$ cat config.mk
export PLATFORM = sky130hd
export DESIGN_NAME = ccu_channel
export DESIGN_NICKNAME = d
export VERILOG_FILES = /design/src/rtl/ccu_pkg.sv /design/src/rtl/ccu_edge_sync.sv /design/src/rtl/ccu_prescale.sv /design/src/rtl/ccu_compare.sv /design/src/rtl/ccu_channel.sv
export SDC_FILE = /design/constraint.sdc
export NUM_CORES = 1
export LEC_CHECK = 0
export ABC_AREA = 0
export BUFFER_PORTS_ARGS = -buffer_cell sky130_fd_sc_hd__buf_2
export CAP_MARGIN = 25
export CELL_PAD_IN_SITES_DETAIL_PLACEMENT = 0
export CELL_PAD_IN_SITES_GLOBAL_PLACEMENT = 1
export CORE_MARGIN = 2
export CORE_UTILIZATION = 35
export DETAILED_ROUTE_END_ITERATION = 6
export GPL_TIMING_DRIVEN = 0
export HOLD_SLACK_MARGIN = 0.1
export PLACE_DENSITY = 0.85
export SYNTH_ARGS = -nofsm -noshare
export SYNTH_HDL_FRONTEND = slang
export SYNTH_SLANG_ARGS = --single-unit
$ cat constraint.sdc
create_clock -name clk -period 2.4 [get_ports clk]
set_input_delay 0.12 -clock clk [delete_from_list [all_inputs] [get_ports clk]]
set_output_delay 0.12 -clock clk [all_outputs]
set_load 0.01 [all_outputs]
$ cat src/rtl/ccu_pkg.sv
`timescale 1ns/1ps
package ccu_pkg;

    typedef enum logic [3:0] {
        MD_OFF       = 4'b0000,
        MD_RSV_A     = 4'b0001,
        MD_TOGGLE    = 4'b0010,
        MD_RSV_B     = 4'b0011,
        MD_CAP_FALL  = 4'b0100,
        MD_CAP_RISE  = 4'b0101,
        MD_CAP_DIVLO = 4'b0110,
        MD_CAP_DIVHI = 4'b0111,
        MD_CMP_SET   = 4'b1000,
        MD_CMP_CLR   = 4'b1001,
        MD_CMP_IRQ   = 4'b1010,
        MD_CMP_TRIG  = 4'b1011
    } mode_e;

    localparam logic ADDR_MODE = 1'b0;
    localparam logic ADDR_CMP  = 1'b1;

    typedef struct packed {
        logic rise;
        logic fall;
    } edge_t;

    typedef struct packed {
        logic pin_we;
        logic pin_val;
        logic pulse;
    } cmp_act_t;

    function automatic logic mode_is_capture(logic [3:0] m);
        return m[3:2] == 2'b01;
    endfunction

    function automatic logic mode_is_compare(logic [3:0] m);
        return (m == MD_TOGGLE) || (m[3:2] == 2'b10);
    endfunction

    function automatic logic mode_is_off(logic [3:0] m);
        return !mode_is_capture(m) && !mode_is_compare(m);
    endfunction

    // Pin level right after a mode write.
    function automatic logic mode_init_pin(logic [3:0] m, logic cur);
        logic r;
        if (m == MD_CMP_SET)      r = 1'b0;
        else if (m == MD_CMP_CLR) r = 1'b1;
        else if (mode_is_off(m))  r = 1'b0;
        else                      r = cur;
        return r;
    endfunction

    // Effect of a compare match in a given mode.
    function automatic cmp_act_t compare_action(logic [3:0] m, logic cur);
        cmp_act_t a;
        a = '0;
        unique case (m)
            MD_TOGGLE:   begin a.pin_we = 1'b1; a.pin_val = ~cur; end
            MD_CMP_SET:  begin a.pin_we = 1'b1; a.pin_val = 1'b1; end
            MD_CMP_CLR:  begin a.pin_we = 1'b1; a.pin_val = 1'b0; end
            MD_CMP_TRIG: a.pulse = 1'b1;
            default:     a = '0;
        endcase
        return a;
    endfunction

endpackage

$ cat src/rtl/ccu_edge_sync.sv
`timescale 1ns/1ps
module ccu_edge_sync
    import ccu_pkg::*;
#(
    parameter int STAGES = 2
) (
    input  logic  clk,
    input  logic  rst,
    input  logic  pin_in,
    output edge_t ev
);
    localparam int LAST = STAGES;

    logic [LAST:0] sh_q;

    always_ff @(posedge clk) begin
        if (rst) sh_q <= '0;
        else     sh_q <= {sh_q[LAST-1:0], pin_in};
    end

    // sh_q[LAST-1] is the synchronized level, sh_q[LAST] its previous sample
    always_comb begin
        ev.rise = sh_q[LAST-1] & ~sh_q[LAST];
        ev.fall = ~sh_q[LAST-1] & sh_q[LAST];
    end
endmodule

$ cat src/rtl/ccu_prescale.sv
`timescale 1ns/1ps
module ccu_prescale
    import ccu_pkg::*;
#(
    parameter int DIV_LO = 4,
    parameter int DIV_HI = 16
) (
    input  logic       clk,
    input  logic       rst,
    input  logic       clear,
    input  logic [3:0] mode,
    input  edge_t      ev,
    output logic       fire
);
    localparam int CW = (DIV_HI > 1) ? $clog2(DIV_HI) : 1;

    logic [CW-1:0] cnt_q;
    logic [CW-1:0] last_cnt;
    logic          evt;

    always_comb begin
        evt      = 1'b0;
        last_cnt = '0;
        unique case (mode)
            MD_CAP_FALL:  evt = ev.fall;
            MD_CAP_RISE:  evt = ev.rise;
            MD_CAP_DIVLO: begin evt = ev.rise; last_cnt = CW'(DIV_LO - 1); end
            MD_CAP_DIVHI: begin evt = ev.rise; last_cnt = CW'(DIV_HI - 1); end
            default:      evt = 1'b0;
        endcase
        fire = evt && (cnt_q == last_cnt);
    end

    always_ff @(posedge clk) begin
        if (rst || clear || mode_is_off(mode)) cnt_q <= '0;
        else if (fire)                         cnt_q <= '0;
        else if (evt)                          cnt_q <= cnt_q + 1'b1;
    end
endmodule

$ cat src/rtl/ccu_compare.sv
`timescale 1ns/1ps
module ccu_compare #(
    parameter int TW = 16
) (
    input  logic          clk,
    input  logic          rst,
    input  logic          active,
    input  logic [TW-1:0] tv,
    input  logic [TW-1:0] cmp,
    output logic          match
);
    logic eq;
    logic eq_prev_q;

    assign eq    = (tv == cmp);
    assign match = active && eq && !eq_prev_q;

    always_ff @(posedge clk) begin
        if (rst) eq_prev_q <= 1'b0;
        else     eq_prev_q <= active && eq;
    end
endmodule

$ cat src/rtl/ccu_channel.sv
`timescale 1ns/1ps
module ccu_channel
    import ccu_pkg::*;
#(
    parameter int TW          = 16,
    parameter int NUM_TB      = 4,
    parameter int SYNC_STAGES = 2,
    parameter int DIV_LO      = 4,
    parameter int DIV_HI      = 16,
    localparam int SELW       = (NUM_TB > 1) ? $clog2(NUM_TB) : 1
) (
    input  logic               clk,
    input  logic               rst,
    input  logic               wr_en,
    input  logic               wr_addr,
    input  logic [TW-1:0]      wr_data,
    input  logic [SELW-1:0]    tb_sel,
    input  logic [NUM_TB*TW-1:0] tb_vals,
    input  logic               pin_in,
    input  logic               gpio_in,
    output logic               pin_out,
    output logic [TW-1:0]      cap_val,
    output logic               flag,
    input  logic               flag_clr,
    output logic               tmr_rst
);
    logic [3:0]    mode_q;
    logic [TW-1:0] cmp_q;
    logic          pin_q;
    logic [TW-1:0] tb_slice [NUM_TB];
    logic [TW-1:0] tv;
    logic          mode_wr;
    logic          cmp_wr;
    edge_t         ev;
    logic          cap_fire;
    logic          match;
    cmp_act_t      act;

    for (genvar g = 0; g < NUM_TB; g++) begin : g_tb
        assign tb_slice[g] = tb_vals[g*TW +: TW];
    end

    assign tv      = tb_slice[tb_sel];
    assign mode_wr = wr_en && (wr_addr == ADDR_MODE);
    assign cmp_wr  = wr_en && (wr_addr == ADDR_CMP);

    ccu_edge_sync #(.STAGES(SYNC_STAGES)) u_sync (
        .clk    (clk),
        .rst    (rst),
        .pin_in (pin_in),
        .ev     (ev)
    );

    ccu_prescale #(.DIV_LO(DIV_LO), .DIV_HI(DIV_HI)) u_pre (
        .clk   (clk),
        .rst   (rst),
        .clear (mode_wr),
        .mode  (mode_q),
        .ev    (ev),
        .fire  (cap_fire)
    );

    ccu_compare #(.TW(TW)) u_cmp (
        .clk    (clk),
        .rst    (rst),
        .active (mode_is_compare(mode_q)),
        .tv     (tv),
        .cmp    (cmp_q),
        .match  (match)
    );

    always_comb begin
        act = '0;
        if (match) act = compare_action(mode_q, pin_q);
    end

    always_ff @(posedge clk) begin
        if (rst) begin
            mode_q <= MD_OFF;
            cmp_q  <= '0;
        end else begin
            if (mode_wr) mode_q <= wr_data[3:0];
            if (cmp_wr)  cmp_q  <= wr_data;
        end
    end

    always_ff @(posedge clk) begin
        if (rst)                       pin_q <= 1'b0;
        else if (mode_wr)              pin_q <= mode_init_pin(wr_data[3:0], pin_q);
        else if (mode_is_off(mode_q))  pin_q <= 1'b0;
        else if (act.pin_we)           pin_q <= act.pin_val;
    end

    always_ff @(posedge clk) begin
        if (rst) begin
            cap_val <= '0;
            flag    <= 1'b0;
            tmr_rst <= 1'b0;
        end else begin
            if (cap_fire) cap_val <= tv;
            flag    <= cap_fire | match | (flag & ~flag_clr);
            tmr_rst <= act.pulse;
        end
    end

    assign pin_out = (mode_q == MD_CMP_IRQ) ? gpio_in : pin_q;

endmodule

Word-level counts from Yosys, hierarchy flattened:

Index checks and enable logic that the tools add are counted.

* bits in registers: 47
* input bits: 89
* logic and storage cells: 78
* output and inout bits: 19

* bitwise operators: 12
* mux-type cells: 15
* reduce and logical (&&, ||, !) cells: 21
* equal/unequal tests: 19
* magnitude comparators: 1
* add/sub/neg operators: 1

Operators by type and width (count)
* binary-select mux 16 bit (select 2 bit): 1
* two-way mux 16 bit: 2
* equality test 4 bit, second input constant: 6
* equality test 16 bit: 1
* equality test 4 x 3 -> 1 bit, second input constant: 4
* equality test 4 x 2 -> 1 bit, second input constant: 2
* two-way mux 1 bit: 8
* one-hot mux 4 bit (2 select lines): 1
* logical AND 1 bit: 7
* NOT 1 bit: 6
* one-hot mux 2 bit (3 select lines): 1
* zero test 1 bit: 5
* adder 4 x 1 -> 4 bit, second input constant: 1
* equality test 2 x 1 -> 1 bit, second input constant: 2
* equality test 2 bit, second input constant: 2
* equality test 4 bit: 1
* logical OR 1 bit: 4
* inequality test 4 bit, second input constant: 1
* OR reduction 2 bit: 2
* bitwise AND 1 bit: 3
* greater-or-equal comparator 3 bit, second input constant: 1
* two-way mux 3 bit: 1
* NOT 2 -> 3 bit: 1
* nonzero test 3 bit: 1
* other kinds (4): 5

Logic depth before layout (Yosys ltp):

Gate-level depths: netlist of the first run.

* depth in word-level cells: 11
* gate-level depth with buffers: 9
* depth with buffers taken out: 6

Hierarchy:

A second synthesis of the first run with hierarchy kept.

* cells, all modules: 264
* area, all modules: 2499.9 µm²

By module, submodules not included
* ccu_channel: area each 1891.8 µm², cells an instance 191, seq. area each 780.7 µm², instances 1
* ccu_prescale: area each 296.5 µm², cells an instance 38, seq. area each 80.1 µm², instances 1
* ccu_compare: area each 220.2 µm², cells an instance 27, seq. area each 20.0 µm², instances 1
* ccu_edge_sync: area each 91.3 µm², cells an instance 8, seq. area each 60.1 µm², instances 1

Least setup slack after synthesis of the first run:

OpenSTA, ideal clock, no wires.

* kind: in2reg
* start point: in tb_sel[1]
* end point: reg pin_q
* buffers on the path: 2
* setup time: 0.124 ns
* stages: 7
* path slack: 0.497 ns
* arrival time: 1.779 ns
* data required time: 2.276 ns
* path through: clkbuf_1 buf_1 mux4_2 xor2_1 nor4_4 a31o_2 nand3_1

* longest elaborated chain between the ends: 11
* elaborated cells between the ends (all ways): 13
* classes of those cells: eq/ne (1); mux (7); bitwise (1); reduce/logical (4)

Ends and longest elaborated chain
* from (decl): line ccu_channel.sv:17 `input logic [SELW-1:0] tb_sel,`
* NOT 2 -> 3 bit (implied by the code) (*): line ccu_channel.sv:43 `assign tv = tb_slice[tb_sel];`
* binary-select mux 16 bit (select 2 bit) (*): line ccu_channel.sv:43
* two-way mux 16 bit (implied by the code) (*) (2 in a row): line ccu_channel.sv:43
* equality test 16 bit (*): line ccu_compare.sv:15 `assign eq = (tv == cmp);`
* logical AND 1 bit (*) (2 in a row): line ccu_compare.sv:16 `assign match = active && eq && !eq_prev_q;`
* two-way mux 3 bit (*): line ccu_channel.sv:74 `if (match) act = compare_action(mode_q, pin_q);`
* two-way mux 1 bit: line ccu_channel.sv:91 `else if (act.pin_we) pin_q <= act.pin_val;`
* two-way mux 1 bit: line ccu_channel.sv:90 `else if (mode_is_off(mode_q)) pin_q <= 1'b0;`
* two-way mux 1 bit: line ccu_channel.sv:89 `else if (mode_wr) pin_q <= mode_init_pin(wr_data[3:0], pin_q);`
* to (signal assigned): line ccu_channel.sv:89
* to (signal assigned): line ccu_channel.sv:91
* to (decl): line ccu_channel.sv:29 `logic pin_q;`

Every way passes the cells marked *; elsewhere a longest branch is shown, timed or not. The select of a mux whose other input is x is not followed.
A chain may end at the register's enable or synchronous reset.

Worst setup path in the final report of the first run:

* start point: reg mode_q[3]
* end point: reg cap_val[6]

* longest elaborated chain between the ends: 4
* elaborated cells between the ends (all ways): 9
* classes of those cells: eq/ne (5); mux (2); reduce/logical (2)

Ends and longest elaborated chain
* from (decl): line ccu_channel.sv:27 `logic [3:0] mode_q;`
* from (signal assigned): line ccu_channel.sv:82 `if (mode_wr) mode_q <= wr_data[3:0];`
* equality test 4 x 3 -> 1 bit: line ccu_prescale.sv:24 `unique case (mode)`
* one-hot mux 4 bit (2 select lines) or OR reduction 3 bit (tied branches)
* equality test 4 bit or one-hot mux 1 bit (2 select lines) (tied branches): line ccu_prescale.sv:31, ccu_prescale.sv:24
* logical AND 1 bit (*): line ccu_prescale.sv:31 `fire = evt && (cnt_q == last_cnt);`
* to (signal assigned): line ccu_channel.sv:100 `if (cap_fire) cap_val <= tv;`
* to (decl): line ccu_channel.sv:22 `output logic [TW-1:0] cap_val,`

Every way passes the cells marked *; elsewhere a longest branch is shown, timed or not.

==> impl_results.html, run 1 <==
<table>
<tr><th>Metric</th><th>Value</th></tr>
<tr><th colspan="2">Global routing</th></tr>
<tr><td>GR Layer Usage met2</td><td>30.0%</td></tr>
<tr><td>Leftover overflow at the end of global routing</td><td>0</td></tr>
<tr><td>Vias in the first global route</td><td>~2,200</td></tr>
<tr><td>Fraction of met1 tracks used by global routing</td><td>19.4%</td></tr>
<tr><td>Initial antenna violation count</td><td>0</td></tr>
<tr><td>GR met3 Demand/Resource</td><td>4.34%</td></tr>
<tr><td>Pin count of the biggest net entering global routing</td><td>17</td></tr>
<tr><td>Total routing usage reported by global routing</td><td>16.5%</td></tr>
<tr><td>First-pass GRT wire length</td><td>9.99 mm</td></tr>
<tr><td>Busiest layer in global routing</td><td>met2</td></tr>
<tr><th colspan="2">Final layout</th></tr>
<tr><td>Filler cell count in the final layout</td><td>700</td></tr>
<tr><td>Share of final-layout standard cells stronger than drive strength 1</td><td>between 30% and 40%</td></tr>
<tr><td>Area taken by flip-flops and latches</td><td>between 900 and 1000 sq um</td></tr>
<tr><td>Number of antenna cells inserted</td><td>0</td></tr>
<tr><td>Area growth, synth to finish</td><td>36.2%</td></tr>
<tr><td>Total non-filler cell area in the finished layout</td><td>3380 sq um</td></tr>
<tr><td>Final core utilization</td><td>49.4%</td></tr>
<tr><td>Area of the multi-input gates</td><td>around 1500 sq um</td></tr>
<tr><td>Post-layout nets</td><td>475</td></tr>
<tr><td>Final cell count without fillers</td><td>between 400 and 500</td></tr>
<tr><th colspan="2">STA</th></tr>
<tr><td>Transition at the pin with the smallest max-transition slack</td><td>629 ps</td></tr>
<tr><td>Final worst path period share</td><td>92.5%</td></tr>
<tr><td>Worst setup skew after layout</td><td>7.53 ps</td></tr>
<tr><td>Relative max-transition margin</td><td>about three fifths</td></tr>
<tr><td>Total negative slack for setup checks</td><td>0 ps</td></tr>
<tr><td>Achievable frequency</td><td>0.450 GHz</td></tr>
<tr><td>Min setup slack post-route</td><td>around 180 ps</td></tr>
<tr><td>Number of endpoints failing setup at the final stage</td><td>0</td></tr>
<tr><td>Hold_ws</td><td>102 ps</td></tr>
<tr><td>Number of hold violations in the final report</td><td>0</td></tr>
<tr><td>Minimum period implied by the final worst setup slack</td><td>2220 ps</td></tr>
<tr><td>RSZ-0062 raised after global routing</td><td>false</td></tr>
<tr><td>Final number of max-transition violations</td><td>0</td></tr>
<tr><th colspan="2">Job</th></tr>
<tr><td>Max Cap Violations</td><td>0</td></tr>
<tr><th colspan="2">Power</th></tr>
<tr><td>Combinational cell fraction of total power</td><td>18.6%</td></tr>
<tr><td>Worst IR drop on VDD</td><td>0.219 mV</td></tr>
<tr><td>Net switching power</td><td>0.438 mW</td></tr>
<tr><td>Sequential cell fraction of total power</td><td>50.4%</td></tr>
<tr><td>Pwr per Cell Area</td><td>478 nW/um^2</td></tr>
<tr><td>Power share of the clock group</td><td>31.1%</td></tr>
<tr><td>P_int</td><td>1.18 mW</td></tr>
<tr><td>Static power due to leakage</td><td>1.52 nW</td></tr>
<tr><td>Post-layout power</td><td>1.61 mW</td></tr>
<tr><td>Switching share of power</td><td>27.1%</td></tr>
<tr><th colspan="2">Routing</th></tr>
<tr><td>Drt wl/cell</td><td>13.5 microns</td></tr>
<tr><td>Post-DR vias/cell</td><td>about 4.8</td></tr>
<tr><td>First-pass DRT Iterations</td><td>4</td></tr>
<tr><td>DRC Markers</td><td>0</td></tr>
<tr><td>Initial DRC count</td><td>70</td></tr>
<tr><td>Remaining antenna violation count after routing</td><td>0</td></tr>
<tr><td>Via count</td><td>2,291</td></tr>
<tr><td>Post-detailed-routing wire length</td><td>6.49 mm</td></tr>
<tr><th colspan="2">Die</th></tr>
<tr><td>Top-level port count</td><td>108</td></tr>
<tr><td>Area of the placeable core</td><td>6830 sq um</td></tr>
<tr><td>Width of the die</td><td>between 80 and 90 microns</td></tr>
<tr><td>Standard-cell row count</td><td>30</td></tr>
<tr><td>Die area</td><td>7770 sq um</td></tr>
<tr><td>Height of the die</td><td>88.2 microns</td></tr>
<tr><td>Initial core utilization</td><td>36.3%</td></tr>
<tr><th colspan="2">Placed design</th></tr>
<tr><td>Pre-CTS setup slack</td><td>about 67 ps</td></tr>
<tr><td>Cell area after placement</td><td>3120 sq um</td></tr>
<tr><td>Buffers on Ports</td><td>around 100</td></tr>
<tr><td>Cell count after placement</td><td>458</td></tr>
<tr><td>Routability congestion estimate from global placement</td><td>0.776</td></tr>
<tr><td>DPL Wire Length</td><td>5.14 mm</td></tr>
<tr><th colspan="2">Yosys</th></tr>
<tr><td>Post-synth EDFFs</td><td>0</td></tr>
<tr><td>Post-Synthesis Cell Area</td><td>2480 sq um</td></tr>
<tr><td>Post-synth net total</td><td>348</td></tr>
<tr><td>Number of unique standard cell types used by synthesis</td><td>37</td></tr>
<tr><td>Cell type with the largest total area after synthesis</td><td>sky130_fd_sc_hd__dfxtp_1</td></tr>
<tr><td>Sequential element share of the synthesized area</td><td>approximately 38%</td></tr>
<tr><td>Prevailing post-synth register cell</td><td>sky130_fd_sc_hd__dfxtp_1</td></tr>
<tr><td>Async S/R FF share, synth</td><td>0%</td></tr>
<tr><td>Cells taking the most area after synthesis</td><td>sky130_fd_sc_hd__dfxtp_1 38%, sky130_fd_sc_hd__mux4_2 9.1%, sky130_fd_sc_hd__mux2i_1 7.7%</td></tr>
<tr><td>Warnings, synthesis</td><td>0</td></tr>
<tr><td>Number of storage elements in the synthesis netlist</td><td>47</td></tr>
<tr><td>Fraction of synthesized cell area taken by the top area cell type</td><td>37.9%</td></tr>
<tr><td>Mean area per synthesized cell</td><td>9.61 sq um</td></tr>
<tr><td>Mapped Cells</td><td>258</td></tr>
<tr><th colspan="2">Critical path</th></tr>
<tr><td>Largest stage delay, worst path</td><td>340 ps</td></tr>
<tr><td>Data arrival time of the worst path</td><td>roughly 2400 ps</td></tr>
<tr><td>Type of the worst setup path</td><td>reg -&gt; reg</td></tr>
<tr><td>FF-to-FF setup slack</td><td>roughly 180 ps</td></tr>
<tr><td>Capturing point of the worst reg2reg path</td><td>cap_val[6]$_SDFFE_PP0P_</td></tr>
<tr><td>Cell breakdown of the critical path</td><td>clkbuf_1 &gt; nor2b_1 &gt; nand3_1 &gt; a21o_1 &gt; nand4_1 &gt; buf_2 &gt; clkbuf_4 &gt; mux2i_1 &gt; nor2_1</td></tr>
<tr><td>Category of the worst setup path launch point</td><td>register</td></tr>
<tr><td>Reg-to-Reg Start</td><td>mode_q[3]$_SDFFE_PP0P_</td></tr>
<tr><td>Worst Setup SP</td><td>mode_q[3]$_SDFFE_PP0P_</td></tr>
<tr><td>Worst r2r path cells</td><td>9</td></tr>
<tr><td>Required @ worst endpoint</td><td>2580 ps</td></tr>
<tr><td>Crit-path max FO</td><td>10</td></tr>
<tr><td>Capturing element type of the critical path</td><td>register</td></tr>
<tr><td>Cell at the slowest stage of the critical path</td><td>sky130_fd_sc_hd__clkbuf_4</td></tr>
<tr><th colspan="2">Clock network</th></tr>
<tr><td>TritonCTS clock tree</td><td>done</td></tr>
<tr><td>Insertion delay of the later-clocked pin in the worst-skew pair</td><td>~310 ps</td></tr>
<tr><td>CTS H-tree depth</td><td>2</td></tr>
<tr><td>Number of buffers added by the clock tree synthesis step</td><td>5</td></tr>
<tr><td>TritonCTS Sinks</td><td>47</td></tr>
<tr><td>Root Buffer</td><td>sky130_fd_sc_hd__clkbuf_8</td></tr>
<tr><td>Clock Path Buffers</td><td>2</td></tr>
<tr><td>Post-CTS setup buffer count</td><td>0</td></tr>
<tr><td>Clk pin slew, worst setup/hold paths</td><td>90 ps</td></tr>
<tr><th colspan="2">Worst hold path</th></tr>
<tr><td>End of the worst hold path</td><td>mode_q[3]$_SDFFE_PP0P_</td></tr>
<tr><td>Hold Path Class</td><td>in -&gt; reg</td></tr>
<tr><td>Hold-critical path depth</td><td>3</td></tr>
<tr><td>Worst hold start</td><td>wr_data[3]</td></tr>
<tr><th colspan="2">Status</th></tr>
<tr><td>Status</td><td>finished clean</td></tr>
</table>
-- worst max-delay path: cells and delay by family, from the launching register on --
kind / cells / cell delay (ps)
muxes: 1 / 210
buffers and inverters: 3 / 870
and+or+nand+nor: 4 / 510
AOI/OAI and AO/OA: 1 / 170
DFF: 1 / 310
-- cell usage in the layout (no fill, tap or decap), types with 2 or more instances in the layout --
cell	count
sky130_fd_sc_hd__a21oi_1	23
sky130_fd_sc_hd__a31oi_1	2
sky130_fd_sc_hd__buf_2	105
sky130_fd_sc_hd__buf_6	2
sky130_fd_sc_hd__clkbuf_1	11
sky130_fd_sc_hd__clkbuf_8	5
sky130_fd_sc_hd__clkinvlp_4	2
sky130_fd_sc_hd__dfxtp_1	47
sky130_fd_sc_hd__dlygate4sd3_1	16
sky130_fd_sc_hd__mux2_2	2
sky130_fd_sc_hd__mux2i_1	19
sky130_fd_sc_hd__mux4_1	6
sky130_fd_sc_hd__mux4_2	10
sky130_fd_sc_hd__nand2_1	45
sky130_fd_sc_hd__nand2b_1	5
sky130_fd_sc_hd__nand3_1	3
sky130_fd_sc_hd__nand4_1	7
sky130_fd_sc_hd__nor2_1	27
sky130_fd_sc_hd__nor2b_1	7
sky130_fd_sc_hd__o21ai_0	2
sky130_fd_sc_hd__xnor2_1	16
sky130_fd_sc_hd__xor2_1	3
-- cell type report --
class                           instances  share of cell area [%]
Clock inverter                          3                   0.704
Timing Repair Buffer                  120                    20.2
Buffer                                 17                    2.52
Sequential cell                        47                    27.9
Clock buffer                            5                    2.04
Inverter                                1                   0.111
Tap cell                               96                    3.56
Multi-Input combinational cell        193                    43.1
-- power by group through the flow --
| stage | registers [mW] | clock network [mW] | logic, mW |
|---|---|---|---|
| 4_1_cts | 0.813 | 0.511 | 0.304 |
| 3_3_place_gp | 0.830 | 0 | 0.277 |
| 5_1_grt | 0.816 | 0.540 | 0.329 |
| 3_5_place_dp | 0.831 | 0 | 0.282 |
| 6_report | 0.813 | 0.502 | 0.300 |
| 2_1_floorplan | 0.828 | 0 | 0.174 |
-- registers in the layout, summed over array words and instances, names as in the netlist --
name	flops
cap_val	16
cmp_q	16
flag	1
mode_q	4
pin_q	1
tmr_rst	1
u_cmp.eq_prev_q	1
u_pre.cnt_q	4
u_sync.sh_q	3
-- cells by family (layout without fill, tap and decap cells) --
group,after synthesis,after routing,synth area share (%)
and+or+nand+nor,103,103,19.9
AOI/OAI and AO/OA,33,33,7.47
DFF,47,47,37.9
adders and majority gates,1,1,0.504
buffers and inverters,18,146,3.43
xor gates and xnor gates,19,19,6.71
muxes,37,37,24.0
-- routing by layer --
layer | share of wire, % | vias to the layer above
li1 | - | 1166
met3 | 5.6 | 6
met4 | 0.82 | 0
met2 | 50 | 64
met1 | 43 | 1055
met5 | 0 | -
-- synthesized netlist by cell type, types with 3 or more instances --
| library cell | count |
|---|---|
| sky130_fd_sc_hd__nand2b_1 | 5 |
| sky130_fd_sc_hd__nor2b_1 | 7 |
| sky130_fd_sc_hd__mux4_1 | 6 |
| sky130_fd_sc_hd__mux2i_1 | 19 |
| sky130_fd_sc_hd__nand4_1 | 7 |
| sky130_fd_sc_hd__nand3_1 | 3 |
| sky130_fd_sc_hd__nand2_1 | 45 |
| sky130_fd_sc_hd__a21oi_1 | 23 |
| sky130_fd_sc_hd__clkbuf_1 | 12 |
| sky130_fd_sc_hd__xor2_1 | 3 |
| sky130_fd_sc_hd__mux4_2 | 10 |
| sky130_fd_sc_hd__xnor2_1 | 16 |
| sky130_fd_sc_hd__nor2_1 | 27 |
| sky130_fd_sc_hd__dfxtp_1 | 47 |
-- repair_timing --
item,CTS,global route
endpoints found under the setup margin,0,11
resized for setup,0,3
hold buffers,16,0
hold endpoints to repair,19,0
-- worst max path at each step --
stage | end | slack (ps) | cells past startpoint
final | cap_val[6]$_SDFFE_PP0P_ | 180 | 9
after CTS | cap_val[7]$_SDFFE_PP0P_ | 140 | 9
after global placement | flag$_SDFF_PP0_ | 130 | 8
after detailed placement | pin_q$_SDFFE_PP0P_ | 70 | 8
after global routing | cap_val[4]$_SDFFE_PP0P_ | 10 | 9
after floorplan | pin_q$_SDFFE_PP0P_ | 500 | 7
Power figures use the tool's default switching activity.
==> run 2: changes to the inputs <==
--- a/config.mk
+++ b/config.mk
@@ -16,6 +16,7 @@
 export GPL_TIMING_DRIVEN = 0
 export HOLD_SLACK_MARGIN = 0.1
 export PLACE_DENSITY = 0.85
+export REMOVE_ABC_BUFFERS = 1
 export SYNTH_ARGS = -nofsm -noshare
 export SYNTH_HDL_FRONTEND = slang
 export SYNTH_SLANG_ARGS = --single-unit
==> run 2 against run 1 <==
Effect of this change:
- non-clock buffer count fell by 10
- core utilization barely moved
- register-to-register slack improved by 370 ps
- worst setup slack improved by 78 ps
- combinational power fell by 4%
- clock skew barely moved
- maximum frequency rose by 3.6%
- sequential cell count did not move
==> impl_results.html, run 2 (synthesized netlist as in run 1, its figures left out) <==
<table>
<tr><th>Metric</th><th>Value</th></tr>
<tr><th colspan="2">Global routing</th></tr>
<tr><td>Pin count of the biggest net entering global routing</td><td>46 (was 17)</td></tr>
<tr><td>Total routing usage reported by global routing</td><td>16.4% (was 16.5%)</td></tr>
<tr><td>First-pass GRT wire length</td><td>9.94 mm (was 9.99 mm)</td></tr>
<tr><td>Vias in the first global route</td><td>2,188 (was 2,224)</td></tr>
<tr><td>Leftover overflow at the end of global routing</td><td>0 (unchanged)</td></tr>
<tr><td>Initial antenna violation count</td><td>0 (unchanged)</td></tr>
<tr><th colspan="2">Power</th></tr>
<tr><td>Worst IR drop on VDD</td><td>0.202 mV (was 0.219 mV)</td></tr>
<tr><td>P_int</td><td>1.30 mW (was 1.18 mW)</td></tr>
<tr><td>Sequential cell fraction of total power</td><td>47.8% (was 50.4%)</td></tr>
<tr><td>Power share of the clock group</td><td>35.3% (was 31.1%)</td></tr>
<tr><td>Net switching power</td><td>0.407 mW (was 0.438 mW)</td></tr>
<tr><td>Static power due to leakage</td><td>1.53 nW (was 1.52 nW)</td></tr>
<tr><td>Switching share of power</td><td>23.8% (was 27.1%)</td></tr>
<tr><td>Combinational cell fraction of total power</td><td>16.9% (was 18.6%)</td></tr>
<tr><td>Pwr per Cell Area</td><td>506 nW/um^2 (was 478 nW/um^2)</td></tr>
<tr><th colspan="2">Clock network</th></tr>
<tr><td>TritonCTS clock tree</td><td>done (unchanged)</td></tr>
<tr><td>Number of resized instances in the post-cts repair step</td><td>0 (unchanged)</td></tr>
<tr><td>TritonCTS Sinks</td><td>47 (unchanged)</td></tr>
<tr><td>Root Buffer</td><td>sky130_fd_sc_hd__clkbuf_8 (unchanged)</td></tr>
<tr><td>Number of buffers added by the clock tree synthesis step</td><td>5 (unchanged)</td></tr>
<tr><td>Clock Path Buffers</td><td>2 (unchanged)</td></tr>
<tr><td>Clk pin slew, worst setup/hold paths</td><td>80 ps (was 90 ps)</td></tr>
<tr><td>Insertion delay of the later-clocked pin in the worst-skew pair</td><td>300 ps (was 310 ps)</td></tr>
<tr><td>CTS H-tree depth</td><td>2 (unchanged)</td></tr>
<tr><th colspan="2">Routing</th></tr>
<tr><td>Drt wl/cell</td><td>13.1 microns (was 13.5 microns)</td></tr>
<tr><td>Remaining antenna violation count after routing</td><td>0 (unchanged)</td></tr>
<tr><td>Post-DR vias/cell</td><td>4.82 (was 4.75)</td></tr>
<tr><td>Post-detailed-routing wire length</td><td>6.20 mm (was 6.49 mm)</td></tr>
<tr><td>DRC Markers</td><td>0 (unchanged)</td></tr>
<tr><td>Initial DRC count</td><td>38 (was 70)</td></tr>
<tr><td>Via count</td><td>2,274 (was 2,291)</td></tr>
<tr><td>DRT met1 WL</td><td>2.73 mm (was 2.81 mm)</td></tr>
<tr><td>Top routing layer in use</td><td>met4 (unchanged)</td></tr>
<tr><td>Detail Route met3 WL</td><td>353 microns (was 361 microns)</td></tr>
<tr><td>First-pass DRT Iterations</td><td>4 (unchanged)</td></tr>
<tr><td>Routed wire length on met2</td><td>3.05 mm (was 3.27 mm)</td></tr>
<tr><th colspan="2">Critical path</th></tr>
<tr><td>Cell breakdown of the critical path</td><td>buf_2 &gt; mux4_1 &gt; xnor2_1 &gt; nand4_1 &gt; nor4_4 &gt; nand3b_2 &gt; a31oi_1 (was clkbuf_1 &gt; nor2b_1 &gt; nand3_1 &gt; a21o_1 &gt; nand4_1 &gt; buf_2 &gt; clkbuf_4 &gt; mux2i_1 &gt; nor2_1)</td></tr>
<tr><td>Worst Setup SP</td><td>tb_sel[0] (was mode_q[3]$_SDFFE_PP0P_)</td></tr>
<tr><td>FF-to-FF setup slack</td><td>550 ps (was 180 ps)</td></tr>
<tr><td>Worst r2r path cells</td><td>7 (was 9)</td></tr>
<tr><td>Worst path depth</td><td>7 (was 9)</td></tr>
<tr><td>Required @ worst endpoint</td><td>2620 ps (was 2580 ps)</td></tr>
<tr><td>Crit-path max FO</td><td>16 (was 10)</td></tr>
<tr><td>Largest stage delay, worst path</td><td>670 ps (was 340 ps)</td></tr>
<tr><td>Type of the worst setup path</td><td>in -&gt; reg (was reg -&gt; reg)</td></tr>
<tr><td>Data arrival time of the worst path</td><td>2360 ps (was 2400 ps)</td></tr>
<tr><td>Cell at the slowest stage of the critical path</td><td>sky130_fd_sc_hd__mux4_1 (was sky130_fd_sc_hd__clkbuf_4)</td></tr>
<tr><td>Capturing point of the worst reg2reg path</td><td>cap_val[2]$_SDFFE_PP0P_ (was cap_val[6]$_SDFFE_PP0P_)</td></tr>
<tr><td>Capturing element type of the critical path</td><td>register (unchanged)</td></tr>
<tr><td>Reg-to-Reg Start</td><td>mode_q[1]$_SDFFE_PP0P_ (was mode_q[3]$_SDFFE_PP0P_)</td></tr>
<tr><td>Category of cells accounting for the largest share of critical-path delay</td><td>simple AND/OR/NAND/NOR gates (was buffers and inverters)</td></tr>
<tr><td>Category of the worst setup path launch point</td><td>primary input (was register)</td></tr>
<tr><td>Crit path capture</td><td>flag$_SDFF_PP0_ (was cap_val[6]$_SDFFE_PP0P_)</td></tr>
<tr><td>Bufs and invs on worst path</td><td>1 (was 3)</td></tr>
<tr><th colspan="2">Placed design</th></tr>
<tr><td>DPL Wire Length</td><td>4.50 mm (was 5.14 mm)</td></tr>
<tr><td>Buffers on Ports</td><td>107 (was 104)</td></tr>
<tr><td>Cell area after placement</td><td>3070 sq um (was 3120 sq um)</td></tr>
<tr><td>Cell count after placement</td><td>445 (was 458)</td></tr>
<tr><td>Routability congestion estimate from global placement</td><td>0.771 (was 0.776)</td></tr>
<tr><th colspan="2">STA</th></tr>
<tr><td>Number of endpoints failing setup at the final stage</td><td>0 (unchanged)</td></tr>
<tr><td>Worst setup skew after layout</td><td>7.19 ps (was 7.53 ps)</td></tr>
<tr><td>Total negative slack for setup checks</td><td>0 ps (unchanged)</td></tr>
<tr><td>Number of hold violations in the final report</td><td>0 (unchanged)</td></tr>
<tr><td>Achievable frequency</td><td>0.467 GHz (was 0.450 GHz)</td></tr>
<tr><td>Final number of max-transition violations</td><td>0 (unchanged)</td></tr>
<tr><td>Relative max-transition margin</td><td>42.7% (was 58.0%)</td></tr>
<tr><td>Transition at the pin with the smallest max-transition slack</td><td>859 ps (was 629 ps)</td></tr>
<tr><td>Final worst path period share</td><td>89.3% (was 92.5%)</td></tr>
<tr><td>Minimum period implied by the final worst setup slack</td><td>2140 ps (was 2220 ps)</td></tr>
<tr><td>RSZ-0062 raised after global routing</td><td>false (unchanged)</td></tr>
<tr><th colspan="2">Final layout</th></tr>
<tr><td>Area growth, synth to finish</td><td>36.1% (was 36.2%)</td></tr>
<tr><td>Total non-filler cell area in the finished layout</td><td>3370 sq um (was 3380 sq um)</td></tr>
<tr><td>Area of the multi-input gates</td><td>1450 sq um (unchanged)</td></tr>
<tr><td>Final cell count without fillers</td><td>472 (was 482)</td></tr>
<tr><td>Filler cell count in the final layout</td><td>680 (was 700)</td></tr>
<tr><td>Area taken by flip-flops and latches</td><td>941 sq um (unchanged)</td></tr>
<tr><td>Share of final-layout standard cells stronger than drive strength 1</td><td>35.6% (was 34.7%)</td></tr>
<tr><td>Number of antenna cells inserted</td><td>0 (unchanged)</td></tr>
<tr><td>Most common cell after layout, fill and taps aside</td><td>sky130_fd_sc_hd__buf_2 (unchanged)</td></tr>
<tr><td>Largest registers ranked by flip-flop count</td><td>cap_val (16), cmp_q (16) (unchanged)</td></tr>
<tr><td>Leading cell types in the layout, fill and taps excluded</td><td>107 x sky130_fd_sc_hd__buf_2, 47 x sky130_fd_sc_hd__dfxtp_1, 45 x sky130_fd_sc_hd__nand2_1, 27 x sky130_fd_sc_hd__nor2_1, 23 x sky130_fd_sc_hd__a21oi_1 (was 105 x sky130_fd_sc_hd__buf_2, 47 x sky130_fd_sc_hd__dfxtp_1, 45 x sky130_fd_sc_hd__nand2_1, 27 x sky130_fd_sc_hd__nor2_1, 23 x sky130_fd_sc_hd__a21oi_1)</td></tr>
<tr><td>Post-layout nets</td><td>465 (was 475)</td></tr>
<tr><th colspan="2">Die</th></tr>
<tr><td>Top-level port count</td><td>108 (unchanged)</td></tr>
<tr><td>Initial core utilization</td><td>36.3% (unchanged)</td></tr>
<tr><td>Standard-cell row count</td><td>30 (unchanged)</td></tr>
<tr><td>Die area</td><td>7770 sq um (unchanged)</td></tr>
<tr><td>Area of the placeable core</td><td>6830 sq um (unchanged)</td></tr>
<tr><td>Width of the die</td><td>88.2 microns (unchanged)</td></tr>
<tr><td>Height of the die</td><td>88.2 microns (unchanged)</td></tr>
<tr><th colspan="2">Worst hold path</th></tr>
<tr><td>Worst hold start</td><td>wr_en (was wr_data[3])</td></tr>
<tr><td>Hold Path Class</td><td>in -&gt; reg (unchanged)</td></tr>
<tr><th colspan="2">Status</th></tr>
<tr><td>Status</td><td>finished clean (unchanged)</td></tr>
<tr><th colspan="2">Job</th></tr>
<tr><td>Max Cap Violations</td><td>0 (unchanged)</td></tr>
</table>
## run 2: changes by cell type in the layout (fill, tap and decap cells not counted), moves of 2 or more
cell,previous run,this run
sky130_fd_sc_hd__clkinvlp_4,2,0
sky130_fd_sc_hd__buf_2,105,107
sky130_fd_sc_hd__dlygate4sd3_1,16,18
sky130_fd_sc_hd__clkbuf_1,11,0
sky130_fd_sc_hd__buf_6,2,0
## run 2: area by class of cell
class	count	area share (%)
multi-input cells	193	43.1
flip-flops and latches	47	27.9
repair buffers	127	21.9
well taps	96	3.56
clock buffers	6	2.45
clock inverters	2	1.04
inverters	1	0.111
## run 2: worst register-to-register path, delay by kind of cell, from the launching register on
family | cells | cell delay (ps)
DFF | 1 | 540
and+or+nand+nor | 4 | 530
AOI/OAI and AO/OA | 1 | 250
buffers and inverters | 1 | 230
muxes | 1 | 170
## run 2: worst min path at each step
stage	slack, ps	end	depth (start not counted)
6_report	210	mode_q[2]$_SDFFE_PP0P_	4
5_1_grt	250	mode_q[3]$_SDFFE_PP0P_	4
4_1_cts	200	mode_q[2]$_SDFFE_PP0P_	4
2_1_floorplan	190	cmp_q[0]$_SDFFE_PP0P_	1
3_5_place_dp	340	u_sync.sh_q[0]$_SDFF_PP0_	2
3_3_place_gp	340	u_sync.sh_q[0]$_SDFF_PP0_	2
## run 2: layer usage
metal / track usage [%] / vias up
met5: 0 / -
met4: 4.68 / 0
met3: 3.86 / 5
met2: 28.6 / 80
met1: 20.3 / 1049
li1: - / 1140
## run 2: through the flow
stage          utilization (%)  hold WS [ps]  power, mW  setup slack, ps
6_report                  49.4           213       1.71              257
5_1_grt                   49.4           252       1.79             57.7
4_1_cts                   49.4           202       1.74              222
3_5_place_dp              44.9           341       1.10            -97.0
3_3_place_gp              44.7           337       1.10             -477
2_1_floorplan                -           189      0.977              203
## run 2: power groups by stage
stage          Sequential [mW]  Clock, mW  Combinational [mW]
6_report                 0.815      0.603               0.289
5_1_grt                  0.819      0.653               0.320
4_1_cts                  0.815      0.629               0.293
3_5_place_dp             0.834          0               0.269
3_3_place_gp             0.833          0               0.263
2_1_floorplan            0.831          0               0.147
## run 2: what timing repair did
item                       CTS  global route
setup endpoints to repair    9             0
setup buffers                1             0
hold buffers                18             0
hold endpoints to repair    22             0
==> run 3: changes to the inputs <==
--- a/config.mk
+++ b/config.mk
@@ -8,7 +8,7 @@
 export ABC_AREA = 0
 export BUFFER_PORTS_ARGS = -buffer_cell sky130_fd_sc_hd__buf_2
 export CAP_MARGIN = 25
-export CELL_PAD_IN_SITES_DETAIL_PLACEMENT = 0
+export CELL_PAD_IN_SITES_DETAIL_PLACEMENT = 1
 export CELL_PAD_IN_SITES_GLOBAL_PLACEMENT = 1
 export CORE_MARGIN = 2
 export CORE_UTILIZATION = 35
==> run 3 against run 2 <==
Effect of this change:
- clock power about the same
- combinational power up 2%
- sequential cell count unchanged
- count of clock-buffer cells in the layout down 1
- first-iteration DRC count up 42%
==> impl_results.html, run 3 (synthesized netlist as in run 1, its figures left out) <==
<table>
<tr><th>Metric</th><th>Value</th></tr>
<tr><th colspan="2">Status</th></tr>
<tr><td>Status</td><td>finished clean (unchanged)</td></tr>
<tr><th colspan="2">Power</th></tr>
<tr><td>Net switching power</td><td>0.436 mW (was 0.407 mW)</td></tr>
<tr><td>Static power due to leakage</td><td>1.53 nW (about the same)</td></tr>
<tr><td>Switching share of power</td><td>25.5% (was 23.8%)</td></tr>
<tr><td>Pwr per Cell Area</td><td>508 nW/um^2 (was 506 nW/um^2)</td></tr>
<tr><td>Worst IR drop on VDD</td><td>0.244 mV (was 0.202 mV)</td></tr>
<tr><td>Power share of the clock group</td><td>35.1% (was 35.3%)</td></tr>
<tr><td>P_int</td><td>1.27 mW (was 1.30 mW)</td></tr>
<tr><td>Sequential cell fraction of total power</td><td>47.7% (was 47.8%)</td></tr>
<tr><td>Post-layout power</td><td>1.71 mW (about the same)</td></tr>
<tr><td>Combinational cell fraction of total power</td><td>17.2% (was 16.9%)</td></tr>
<tr><th colspan="2">Die</th></tr>
<tr><td>Area of the placeable core</td><td>6830 sq um (unchanged)</td></tr>
<tr><td>Die area</td><td>7770 sq um (unchanged)</td></tr>
<tr><td>Initial core utilization</td><td>36.3% (unchanged)</td></tr>
<tr><td>Height of the die</td><td>88.2 microns (unchanged)</td></tr>
<tr><td>Width of the die</td><td>88.2 microns (unchanged)</td></tr>
<tr><td>Top-level port count</td><td>108 (unchanged)</td></tr>
<tr><td>Standard-cell row count</td><td>30 (unchanged)</td></tr>
<tr><th colspan="2">STA</th></tr>
<tr><td>Number of hold violations in the final report</td><td>0 (unchanged)</td></tr>
<tr><td>Final number of max-transition violations</td><td>0 (unchanged)</td></tr>
<tr><td>Achievable frequency</td><td>0.460 GHz (was 0.467 GHz)</td></tr>
<tr><td>Worst setup skew after layout</td><td>10.3 ps (was 7.19 ps)</td></tr>
<tr><td>Min setup slack post-route</td><td>226 ps (was 257 ps)</td></tr>
<tr><td>Transition at the pin with the smallest max-transition slack</td><td>828 ps (was 859 ps)</td></tr>
<tr><td>Relative max-transition margin</td><td>44.8% (was 42.7%)</td></tr>
<tr><td>RSZ-0062 raised after global routing</td><td>false (unchanged)</td></tr>
<tr><td>Number of endpoints failing setup at the final stage</td><td>0 (unchanged)</td></tr>
<tr><td>Minimum period implied by the final worst setup slack</td><td>2170 ps (was 2140 ps)</td></tr>
<tr><td>Total negative slack for setup checks</td><td>0 ps (unchanged)</td></tr>
<tr><td>Final worst path period share</td><td>90.6% (was 89.3%)</td></tr>
<tr><th colspan="2">Clock network</th></tr>
<tr><td>TritonCTS clock tree</td><td>done (unchanged)</td></tr>
<tr><td>Clk pin slew, worst setup/hold paths</td><td>90 ps (was 80 ps)</td></tr>
<tr><td>Clock Path Buffers</td><td>2 (unchanged)</td></tr>
<tr><td>Insertion delay of the later-clocked pin in the worst-skew pair</td><td>310 ps (was 300 ps)</td></tr>
<tr><td>CTS H-tree depth</td><td>2 (unchanged)</td></tr>
<tr><td>Root Buffer</td><td>sky130_fd_sc_hd__clkbuf_8 (unchanged)</td></tr>
<tr><td>Number of resized instances in the post-cts repair step</td><td>0 (unchanged)</td></tr>
<tr><td>TritonCTS Sinks</td><td>47 (unchanged)</td></tr>
<tr><td>Number of buffers added by the clock tree synthesis step</td><td>5 (unchanged)</td></tr>
<tr><th colspan="2">Routing</th></tr>
<tr><td>Detail Route met3 WL</td><td>406 microns (was 353 microns)</td></tr>
<tr><td>First-pass DRT Iterations</td><td>4 (unchanged)</td></tr>
<tr><td>DRC Markers</td><td>0 (unchanged)</td></tr>
<tr><td>Via count</td><td>2,338 (was 2,274)</td></tr>
<tr><td>Routed wire length on met2</td><td>3.96 mm (was 3.05 mm)</td></tr>
<tr><td>Initial DRC count</td><td>54 (was 38)</td></tr>
<tr><td>Post-detailed-routing wire length</td><td>7.43 mm (was 6.20 mm)</td></tr>
<tr><td>DRT met1 WL</td><td>3.01 mm (was 2.73 mm)</td></tr>
<tr><td>Top routing layer in use</td><td>met4 (unchanged)</td></tr>
<tr><td>Post-DR vias/cell</td><td>4.95 (was 4.82)</td></tr>
<tr><td>Remaining antenna violation count after routing</td><td>0 (unchanged)</td></tr>
<tr><td>Drt wl/cell</td><td>15.7 microns (was 13.1 microns)</td></tr>
<tr><th colspan="2">Worst hold path</th></tr>
<tr><td>Hold Path Class</td><td>in -&gt; reg (unchanged)</td></tr>
<tr><td>Hold-critical path depth</td><td>4 (unchanged)</td></tr>
<tr><td>Worst hold start</td><td>wr_en (unchanged)</td></tr>
<tr><td>End of the worst hold path</td><td>mode_q[1]$_SDFFE_PP0P_ (was mode_q[2]$_SDFFE_PP0P_)</td></tr>
<tr><th colspan="2">Critical path</th></tr>
<tr><td>Worst r2r path cells</td><td>7 (unchanged)</td></tr>
<tr><td>Capturing point of the worst reg2reg path</td><td>cap_val[13]$_SDFFE_PP0P_ (was cap_val[2]$_SDFFE_PP0P_)</td></tr>
<tr><td>Required @ worst endpoint</td><td>2630 ps (was 2620 ps)</td></tr>
<tr><td>Data arrival time of the worst path</td><td>2400 ps (was 2360 ps)</td></tr>
<tr><td>Category of the worst setup path launch point</td><td>primary input (unchanged)</td></tr>
<tr><td>Capturing element type of the critical path</td><td>register (unchanged)</td></tr>
<tr><td>Crit-path max FO</td><td>16 (unchanged)</td></tr>
<tr><td>FF-to-FF setup slack</td><td>480 ps (was 550 ps)</td></tr>
<tr><td>Type of the worst setup path</td><td>in -&gt; reg (unchanged)</td></tr>
<tr><td>Reg-to-Reg Start</td><td>mode_q[1]$_SDFFE_PP0P_ (unchanged)</td></tr>
<tr><th colspan="2">Final layout</th></tr>
<tr><td>Area of the multi-input gates</td><td>1450 sq um (unchanged)</td></tr>
<tr><td>Share of final-layout standard cells stronger than drive strength 1</td><td>35.6% (unchanged)</td></tr>
<tr><td>Area taken by flip-flops and latches</td><td>941 sq um (unchanged)</td></tr>
<tr><td>Final core utilization</td><td>49.3% (was 49.4%)</td></tr>
<tr><td>Final cell count without fillers</td><td>472 (unchanged)</td></tr>
<tr><td>Leading cell types in the layout, fill and taps excluded</td><td>107 x sky130_fd_sc_hd__buf_2, 47 x sky130_fd_sc_hd__dfxtp_1, 45 x sky130_fd_sc_hd__nand2_1, 27 x sky130_fd_sc_hd__nor2_1, 23 x sky130_fd_sc_hd__a21oi_1 (unchanged)</td></tr>
<tr><td>Post-layout nets</td><td>465 (unchanged)</td></tr>
<tr><td>Filler cell count in the final layout</td><td>850 (was 680)</td></tr>
<tr><td>Most common cell after layout, fill and taps aside</td><td>sky130_fd_sc_hd__buf_2 (unchanged)</td></tr>
<tr><td>Largest registers ranked by flip-flop count</td><td>cap_val (16), cmp_q (16) (unchanged)</td></tr>
<tr><td>Number of antenna cells inserted</td><td>0 (unchanged)</td></tr>
<tr><td>Area growth, synth to finish</td><td>35.9% (was 36.1%)</td></tr>
<tr><th colspan="2">Placed design</th></tr>
<tr><td>Routability congestion estimate from global placement</td><td>0.771 (unchanged)</td></tr>
<tr><td>Pre-CTS setup slack</td><td>-102 ps (was -97.0 ps)</td></tr>
<tr><td>Buffers on Ports</td><td>107 (unchanged)</td></tr>
<tr><td>DPL Wire Length</td><td>5.17 mm (was 4.50 mm)</td></tr>
<tr><td>Cell count after placement</td><td>445 (unchanged)</td></tr>
<tr><th colspan="2">Global routing</th></tr>
<tr><td>Initial antenna violation count</td><td>0 (unchanged)</td></tr>
<tr><td>Leftover overflow at the end of global routing</td><td>0 (unchanged)</td></tr>
<tr><td>Vias in the first global route</td><td>2,505 (was 2,188)</td></tr>
<tr><td>First-pass GRT wire length</td><td>11.7 mm (was 9.94 mm)</td></tr>
<tr><td>Pin count of the biggest net entering global routing</td><td>46 (unchanged)</td></tr>
<tr><td>Total routing usage reported by global routing</td><td>19.5% (was 16.4%)</td></tr>
<tr><th colspan="2">Job</th></tr>
<tr><td>Max Cap Violations</td><td>0 (unchanged)</td></tr>
</table>
run 3: layer usage:
metal  up-vias  GRT usage, %
met5         -             0
met4         0          4.55
met3         6          4.81
met2        77          36.4
met1      1116          22.3
li1       1139             -
run 3: worst max-delay path, cell delays in order:
cell	delay, ps
sky130_fd_sc_hd__buf_2	450
sky130_fd_sc_hd__mux4_1	680
sky130_fd_sc_hd__xnor2_1	190
sky130_fd_sc_hd__nand4_1	180
sky130_fd_sc_hd__nor4_4	440
sky130_fd_sc_hd__nand3b_2	160
sky130_fd_sc_hd__a31oi_1	190
run 3: metrics by stage:
step                      cell area (sq um)  hold slack (ps)
final                                  3370              212
after global routing                   3370              251
after CTS                              3370              208
after detailed placement               3070              341
after global placement                 3050              337
after floorplan                        2400              189
run 3: power groups by stage:
stage               Combinational [mW]  Clock (mW)  Sequential [mW]
floorplan                        0.147           0            0.831
global placement                 0.263           0            0.833
detailed placement               0.273           0            0.835
CTS                              0.296       0.616            0.816
global route                     0.326       0.649            0.820
finish                           0.295       0.600            0.816
run 3: worst max path at each step:
stage | to | cells past startpoint | slack, ps | start
after floorplan | u_pre.cnt_q[0]$_SDFFE_PP0P_ | 5 | 200 | mode_q[1]$_SDFFE_PP0P_
after global placement | u_pre.cnt_q[1]$_SDFFE_PP0P_ | 6 | -480 | mode_q[1]$_SDFFE_PP0P_
after detailed placement | cap_val[12]$_SDFFE_PP0P_ | 7 | -100 | mode_q[1]$_SDFFE_PP0P_
after CTS | flag$_SDFF_PP0_ | 7 | 230 | tb_sel[0]
after global routing | flag$_SDFF_PP0_ | 7 | 10 | tb_sel[0]
final | flag$_SDFF_PP0_ | 7 | 230 | tb_sel[0]
run 3: area by class of cell:
class	count	area share (%)
clock buffers	5	2.04
inverters	1	0.111
clock inverters	3	1.30
flip-flops and latches	47	27.9
repair buffers	127	21.9
well taps	96	3.56
multi-input cells	193	43.1
run 3: timing repair:
| action | 4_1_cts | 5_1_grt |
|---|---|---|
| endpoints found under the hold margin | 21 | 0 |
| hold buffers | 18 | 0 |
| endpoints found under the setup margin | 9 | 0 |
| buffers inserted | 1 | 0 |
